### config.mk
export PLATFORM = sky130hd
export DESIGN_NAME = strided_copy_dma
export DESIGN_NICKNAME = d
export VERILOG_FILES = /design/src/rtl/strided_copy_pkg.sv /design/src/rtl/strided_copy_walker.sv /design/src/rtl/strided_copy_datapath.sv /design/src/rtl/strided_copy_ctrl.sv /design/src/rtl/strided_copy_dma.sv
export SDC_FILE = /design/constraint.sdc
export NUM_CORES = 1
export LEC_CHECK = 0
export BUFFER_PORTS_ARGS = -buffer_cell sky130_fd_sc_hd__buf_2
export CORE_AREA = 2 2 187 189
export CTS_CLUSTER_SIZE = 20
export DETAILED_ROUTE_END_ITERATION = 16
export DIE_AREA = 0 0 189 191
export GPL_ROUTABILITY_DRIVEN = 0
export PLACE_DENSITY = 0.64
export SYNTH_ARGS = -nofsm -noshare
export SYNTH_HDL_FRONTEND = slang
export SYNTH_SLANG_ARGS = --single-unit
### constraint.sdc
create_clock -name clk -period 6.3 [get_ports clk]
set_input_delay 0.63 -clock clk [delete_from_list [all_inputs] [get_ports clk]]
set_output_delay 0.63 -clock clk [all_outputs]
set_load 0.01 [all_outputs]
### src/rtl/strided_copy_pkg.sv
package strided_copy_pkg;
  localparam int GRAN_BYTES = 16;
  localparam int GRAN_SHIFT = 4;
  localparam int DATA_W     = 128;

  typedef enum logic [1:0] {
    ST_IDLE = 2'd0,
    ST_RUN  = 2'd1,
    ST_HALT = 2'd2
  } ctrlState_e;

  // control -> datapath
  typedef struct packed {
    logic load;
    logic run;
  } ctrlStrobe_t;

  // datapath -> control
  typedef struct packed {
    logic cfgBad;
    logic wrEmpty;
  } dpStatus_t;
endpackage

### src/rtl/strided_copy_walker.sv
// Address generator for one side: granule pointer, line countdown, total countdown.
module strided_copy_walker
  import strided_copy_pkg::*;
#(
  parameter int ADDR_W = 32,
  parameter int CNT_W  = 20,
  parameter int FLD_W  = 16
) (
  input  logic              clk,
  input  logic              rstN,
  input  logic              load,
  input  logic              step,
  input  logic [ADDR_W-1:0] baseAddr,
  input  logic [CNT_W-1:0]  lineGran,
  input  logic [CNT_W-1:0]  totalGran,
  input  logic [FLD_W-1:0]  gapGran,
  output logic [ADDR_W-1:0] curAddr,
  output logic              empty
);
  localparam logic [ADDR_W-1:0] STEP_BYTES = ADDR_W'(GRAN_BYTES);

  logic [ADDR_W-1:0] ptr;
  logic [ADDR_W-1:0] skipBytes;
  logic [CNT_W-1:0]  lineLen;
  logic [CNT_W-1:0]  lineLeft;
  logic [CNT_W-1:0]  totalLeft;
  logic              lineEnd;
  logic [ADDR_W-1:0] nextPtr;

  assign lineEnd = (lineLeft == CNT_W'(1));
  assign nextPtr = ptr + STEP_BYTES + (lineEnd ? skipBytes : '0);
  assign curAddr = ptr;
  assign empty   = (totalLeft == '0);

  always_ff @(posedge clk) begin
    if (!rstN) begin
      ptr       <= '0;
      skipBytes <= '0;
      lineLen   <= '0;
      lineLeft  <= '0;
      totalLeft <= '0;
    end else if (load) begin
      ptr       <= baseAddr;
      skipBytes <= ADDR_W'(gapGran) << GRAN_SHIFT;
      lineLen   <= lineGran;
      lineLeft  <= lineGran;
      totalLeft <= totalGran;
    end else if (step && !empty) begin
      ptr       <= nextPtr;
      lineLeft  <= lineEnd ? lineLen : lineLeft - CNT_W'(1);
      totalLeft <= totalLeft - CNT_W'(1);
    end
  end
endmodule

### src/rtl/strided_copy_datapath.sv
module strided_copy_datapath
  import strided_copy_pkg::*;
#(
  parameter int ADDR_W = 32,
  parameter int SIZE_W = 24,
  parameter int FLD_W  = 16
) (
  input  logic              clk,
  input  logic              rstN,
  input  ctrlStrobe_t       strobe,
  input  logic [ADDR_W-1:0] srcAddr,
  input  logic [ADDR_W-1:0] dstAddr,
  input  logic [SIZE_W-1:0] sizeBytes,
  input  logic [FLD_W-1:0]  inWidth,
  input  logic [FLD_W-1:0]  inGap,
  input  logic [FLD_W-1:0]  outWidth,
  input  logic [FLD_W-1:0]  outGap,
  output logic              rdReqValid,
  input  logic              rdReqReady,
  output logic [ADDR_W-1:0] rdReqAddr,
  input  logic              rdDataValid,
  output logic              rdDataReady,
  input  logic [DATA_W-1:0] rdData,
  output logic              wrValid,
  input  logic              wrReady,
  output logic [ADDR_W-1:0] wrAddr,
  output logic [DATA_W-1:0] wrData,
  output dpStatus_t         status
);
  localparam int CNT_W = SIZE_W - GRAN_SHIFT;
  localparam int SIDES = 2;  // 0: read side, 1: write side

  logic [CNT_W-1:0]  totalGran;
  logic [CNT_W-1:0]  effLine [SIDES];
  logic [FLD_W-1:0]  gapSel  [SIDES];
  logic [FLD_W-1:0]  widSel  [SIDES];
  logic [ADDR_W-1:0] baseSel [SIDES];
  logic              stepSel [SIDES];
  logic [ADDR_W-1:0] addrOut [SIDES];
  logic              emptyOut[SIDES];
  logic              rdFire;
  logic              wrFire;

  assign totalGran = CNT_W'(sizeBytes >> GRAN_SHIFT);

  assign gapSel[0]  = inGap;
  assign gapSel[1]  = outGap;
  assign widSel[0]  = inWidth;
  assign widSel[1]  = outWidth;
  assign baseSel[0] = srcAddr;
  assign baseSel[1] = dstAddr;
  assign stepSel[0] = rdFire;
  assign stepSel[1] = wrFire;

  for (genvar s = 0; s < SIDES; s++) begin : g_side
    // a side with no gap is one line spanning the whole transfer
    assign effLine[s] = (gapSel[s] == '0) ? totalGran : CNT_W'(widSel[s]);

    strided_copy_walker #(
      .ADDR_W(ADDR_W),
      .CNT_W (CNT_W),
      .FLD_W (FLD_W)
    ) u_walker (
      .clk      (clk),
      .rstN     (rstN),
      .load     (strobe.load),
      .step     (stepSel[s]),
      .baseAddr (baseSel[s]),
      .lineGran (effLine[s]),
      .totalGran(totalGran),
      .gapGran  (gapSel[s]),
      .curAddr  (addrOut[s]),
      .empty    (emptyOut[s])
    );
  end

  assign rdReqValid  = strobe.run && !emptyOut[0];
  assign rdReqAddr   = addrOut[0];
  assign rdFire      = rdReqValid && rdReqReady;

  assign wrValid     = strobe.run && rdDataValid;
  assign rdDataReady = strobe.run && wrReady;
  assign wrAddr      = addrOut[1];
  assign wrData      = rdData;
  assign wrFire      = wrValid && wrReady;

  assign status.cfgBad  = (totalGran == '0) || (effLine[0] == '0) || (effLine[1] == '0);
  assign status.wrEmpty = emptyOut[1];
endmodule

### src/rtl/strided_copy_ctrl.sv
module strided_copy_ctrl
  import strided_copy_pkg::*;
(
  input  logic        clk,
  input  logic        rstN,
  input  logic        start,
  input  dpStatus_t   status,
  output ctrlStrobe_t strobe,
  output logic        busy,
  output logic        errFlag,
  output logic        doneIrq
);
  ctrlState_e state;
  ctrlState_e stateNext;
  logic       finish;

  assign finish = (state == ST_RUN) && status.wrEmpty;

  always_comb begin
    stateNext = state;
    case (state)
      ST_IDLE: if (start) stateNext = status.cfgBad ? ST_HALT : ST_RUN;
      ST_RUN:  if (finish) stateNext = ST_IDLE;
      ST_HALT: stateNext = ST_HALT;
      default: stateNext = ST_IDLE;
    endcase
  end

  always_ff @(posedge clk) begin
    if (!rstN) begin
      state   <= ST_IDLE;
      doneIrq <= 1'b0;
    end else begin
      state   <= stateNext;
      doneIrq <= finish;
    end
  end

  assign strobe.load = (state == ST_IDLE) && start && !status.cfgBad;
  assign strobe.run  = (state == ST_RUN);
  assign busy        = (state != ST_IDLE);
  assign errFlag     = (state == ST_HALT);
endmodule

### src/rtl/strided_copy_dma.sv
module strided_copy_dma
  import strided_copy_pkg::*;
#(
  parameter int ADDR_W = 32,
  parameter int SIZE_W = 24,
  parameter int FLD_W  = 16
) (
  input  logic              clk,
  input  logic              rstN,
  input  logic              start,
  input  logic [ADDR_W-1:0] srcAddr,
  input  logic [ADDR_W-1:0] dstAddr,
  input  logic [SIZE_W-1:0] sizeBytes,
  input  logic [FLD_W-1:0]  inWidth,
  input  logic [FLD_W-1:0]  inGap,
  input  logic [FLD_W-1:0]  outWidth,
  input  logic [FLD_W-1:0]  outGap,
  output logic              busy,
  output logic              errFlag,
  output logic              doneIrq,
  output logic              rdReqValid,
  input  logic              rdReqReady,
  output logic [ADDR_W-1:0] rdReqAddr,
  input  logic              rdDataValid,
  output logic              rdDataReady,
  input  logic [127:0]      rdData,
  output logic              wrValid,
  input  logic              wrReady,
  output logic [ADDR_W-1:0] wrAddr,
  output logic [127:0]      wrData
);
  ctrlStrobe_t strobe;
  dpStatus_t   status;

  strided_copy_ctrl u_ctrl (
    .clk    (clk),
    .rstN   (rstN),
    .start  (start),
    .status (status),
    .strobe (strobe),
    .busy   (busy),
    .errFlag(errFlag),
    .doneIrq(doneIrq)
  );

  strided_copy_datapath #(
    .ADDR_W(ADDR_W),
    .SIZE_W(SIZE_W),
    .FLD_W (FLD_W)
  ) u_dp (
    .clk        (clk),
    .rstN       (rstN),
    .strobe     (strobe),
    .srcAddr    (srcAddr),
    .dstAddr    (dstAddr),
    .sizeBytes  (sizeBytes),
    .inWidth    (inWidth),
    .inGap      (inGap),
    .outWidth   (outWidth),
    .outGap     (outGap),
    .rdReqValid (rdReqValid),
    .rdReqReady (rdReqReady),
    .rdReqAddr  (rdReqAddr),
    .rdDataValid(rdDataValid),
    .rdDataReady(rdDataReady),
    .rdData     (rdData),
    .wrValid    (wrValid),
    .wrReady    (wrReady),
    .wrAddr     (wrAddr),
    .wrData     (wrData),
    .status     (status)
  );
endmodule

==> impl_metrics.py <==
metrics = {
    "sta": {
        "timing.clock.skew_ns": 0.0113,
        "worst_slew_margin_relative_to_its_limit_pct": 21.0,
        "final_period_minus_worst_setup_slack_ns": 5.26,
        "fin_setup_tns_ns": 0,
        "tightestPinTransition_ns": 1.18,
        "hold_ws_ns": 0.314,
        "setup-violations-final": 0,
        "clock.fmax_mhz": 190,
        "final-max-slew-violation-count": 0,
        "timing_hold_violations_final": 0,
        "final.period_utilization_pct": 83.4,
        "unrepaired_setup_endpoints_after_global_routing": "no",
    },
    "cts": {
        "tritoncts.num_buffers": 28,
        "cts.hold.buffers_added": 0,
        "clock_tree.htree_level_count": 1,
        "tritoncts": "yes",
        "clock-sinks": 219,
        "postCtsSetupBuffers": 0,
        "worst_setup_hold_path_clk_slew_ns": 0.06,
        "clk_latency_ns": 0.55,
        "clock-root-buffer": "clkbuf_16",
        "cts_max_path_buffers": 3,
        "postCtsResizedCells": 0,
    },
    "synth": {
        "syn-num-nets": 2093,
        "netlist_area_um2": 13600,
        "synth_flop_cell": "dfxtp_1",
        "synth_largest_area_cell": "dfxtp_1",
        "yosys_warnings": 0,
        "ys_types": 72,
        "syn_area_per_cell_um2": 7.85,
        "synth.yosys.seq_area_share_pct": 32.2,
        "synth_seq_cells": 219,
        "post_synth_main_area_contributors": "dfxtp_1, buf_4, nand2_1",
        "synth_edf_count": 0,
        "yosys.area.top_type_share_pct": 32.2,
        "syn_inst": 1734,
        "synth_async_sr_flop_share_pct": 0,
    },
    "setup_path": {
        "timing.critical_path.buf_inv": 2,
        "crit_path_max_fanout": 17,
        "cpPeakStageDelay_ns": 0.64,
        "data_arrival_at_the_endpoint_of_the_critical_path_ns": 5.73,
        "cpLargestDelayFamily": "simple AND/OR/NAND/NOR gates",
        "cp_data_required_time_ns": 6.77,
        "critPathCaptureType": "register",
        "timing.setup.critical_path_class": "reg2reg",
        "timing.critical_path.from_type": "register",
        "critical_path.cell_chain": "or4_4 -> or4_4 -> nor3_4 -> nand2_1 -> ha_1 -> inv_1 -> ha_1 -> inv_1 -> fa_1 -> nor2b_1 -> o31a_1 -> o211ai_1 -> a21oi_1 -> o221ai_1 -> or4_1 -> a31oi_1",
        "timing.critical_path.slowest_stage_cell": "or4_1",
    },
    "cells_and_area": {
        "nFillCells": 3436,
        "layout_commonest_cell": "nand2_1",
        "area_growth_pct": 11.5,
        "drive_gt1_share_pct": 17.6,
        "final_cell_mix": "nand2_1, buf_2, dfxtp_1",
        "num_antenna_cells": 0,
        "post_layout_nonfiller_instances": 2255,
        "design.final.nets": 2137,
        "final_util_pct": 44.5,
    },
    "min_path": {
        "hold_path_class": "in2reg",
    },
    "power_and_ir_drop": {
        "p_leak_uw": 0.00635,
        "cellPowerDensity_nw_per_um2": 275,
        "vdd_drop_max_mv": 0.192,
    },
    "placed_design": {
        "placement.io_buffers": 223,
        "hpwlAfterDp_um": 29300,
        "dp.cells": 2203,
    },
    "global_route": {
        "grt_start_max_net_pins": 117,
        "grt.total_usage_pct": 22.4,
        "grt_antenna_before_repair": 0,
        "grt-ovfl-total": 0,
        "grt_pass1_wl_um": 65500,
        "grt_pass1_vias": 12200,
    },
    "routing": {
        "antenna_violating_nets_left": 0,
        "drtPass1Iterations": 5,
        "post_drt_wl_per_cell_um": 18.7,
        "detailroute.via_count": 13000,
        "route.detailed.drc": 0,
        "total_length_of_routed_wires_um": 42200,
        "detail_route.iter0.violations": 791,
        "route.detailed.vias_per_inst": 5.76,
    },
    "floorplan": {
        "starting_density_of_the_core_pct": 39.9,
        "fp-row-count": 68,
        "top_level_ports": 484,
        "floorplan.die.height_um": 191,
        "core_um2": 34100,
        "die_w_um": 189,
        "dieArea_um2": 36100,
    },
    "run": {
        "drv_cap": 0,
    },
    "status": {
        "outcome": "finished, final reports clean",
    },
}
[final cells by class]
type | instances | area, um^2 | share of cell area, %
clock buffers | 38 | 800 | 5.26
flip-flops and latches | 219 | 4380 | 28.9
inverters | 34 | 133 | 0.873
clock inverters | 14 | 277 | 1.82
repair buffers | 239 | 1250 | 8.22
multi-input cells | 1256 | 7780 | 51.2
well taps | 455 | 569 | 3.75
[kinds of logic (layout without fill, tap and decap cells)]
family | count (synthesis) | in the layout | share of synthesized area (%)
AOI/OAI and AO/OA | 479 | 479 | 22.6
buffers and inverters | 259 | 325 | 11.0
xor gates and xnor gates | 49 | 49 | 3.15
and+or+nand+nor | 620 | 620 | 21.6
DFF | 219 | 219 | 32.2
muxes | 35 | 35 | 2.69
adders and majority gates | 73 | 73 | 6.82
[where the power goes]
part | switching [uW] | internal, uW
clock network | 651 | 1210
logic | 454 | 288
registers | 88.8 | 1490
[state kept, by name, summed over array words and instances, names as in the netlist]
signal                          flops
u_dp.g_side.u_walker.lineLen       40
u_ctrl.state                        2
u_ctrl.doneIrq                      1
u_dp.g_side.u_walker.skipBytes     32
u_dp.g_side.u_walker.lineLeft      40
u_dp.g_side.u_walker.curAddr       64
u_dp.g_side.u_walker.totalLeft     40
[worst min-delay path, delay by kind of cell]
family                 cells  cell delay, ns
AND/OR/NAND/NOR            1            0.04
buffers and inverters      1            0.09
AO/OA/AOI/OAI              1            0.05
[path summary, 6_finish.rpt]
check	from	to	slack, ns	cells past startpoint
max	u_dp.g_side[0].u_walker.lineLeft[11]$_SDFFE_PN0P_	u_dp.g_side[0].u_walker.curAddr[25]$_SDFFE_PN0P_	1.04	16
min	srcAddr[0]	u_dp.g_side[0].u_walker.curAddr[0]$_SDFFE_PN0P_	0.31	3
max reg2reg	u_dp.g_side[0].u_walker.lineLeft[11]$_SDFFE_PN0P_	u_dp.g_side[0].u_walker.curAddr[25]$_SDFFE_PN0P_	1.04	16
min reg2reg	u_dp.g_side[0].u_walker.lineLen[18]$_SDFFE_PN0P_	u_dp.g_side[0].u_walker.lineLen[18]$_SDFFE_PN0P_	0.45	2
[cell usage after synthesis, types with 15 or more instances]
cell type / n
buf_2: 31
a211oi_1: 33
a22oi_1: 23
nand3_1: 21
or3_1: 18
a21oi_1: 174
o21ai_0: 64
dfxtp_1: 219
inv_1: 33
nor3_1: 32
buf_4: 128
a221oi_1: 29
nor2_1: 148
and2_1: 38
o211ai_1: 26
mux2i_1: 22
xor2_1: 18
clkbuf_1: 63
nor4_1: 37
nand2_1: 240
a31oi_1: 38
xnor2_1: 31
or4_1: 15
ha_1: 71
[metrics by stage]
step	power, uW	area, um^2	setup slack (ns)
after floorplan	2170	13600	1.59
after global placement	2320	14100	1.18
after detailed placement	2340	14100	1.08
after CTS	4220	15200	1.03
after global routing	4380	15200	0.599
final	4180	15200	1.04
[per-layer routing]
| layer | routed length [um] | GRT usage [%] | vias to the layer above | share of wire, % |
|---|---|---|---|---|
| li1 | - | - | 6254 | - |
| met1 | 18600 | 29.4 | 6188 | 44 |
| met2 | 19600 | 37.4 | 459 | 46 |
| met3 | 2910 | 3.76 | 83 | 6.9 |
| met4 | 1100 | 6.88 | 0 | 2.6 |
| met5 | 0 | 0.412 | - | 0 |
No activity file was read; power rests on OpenSTA's default activity.
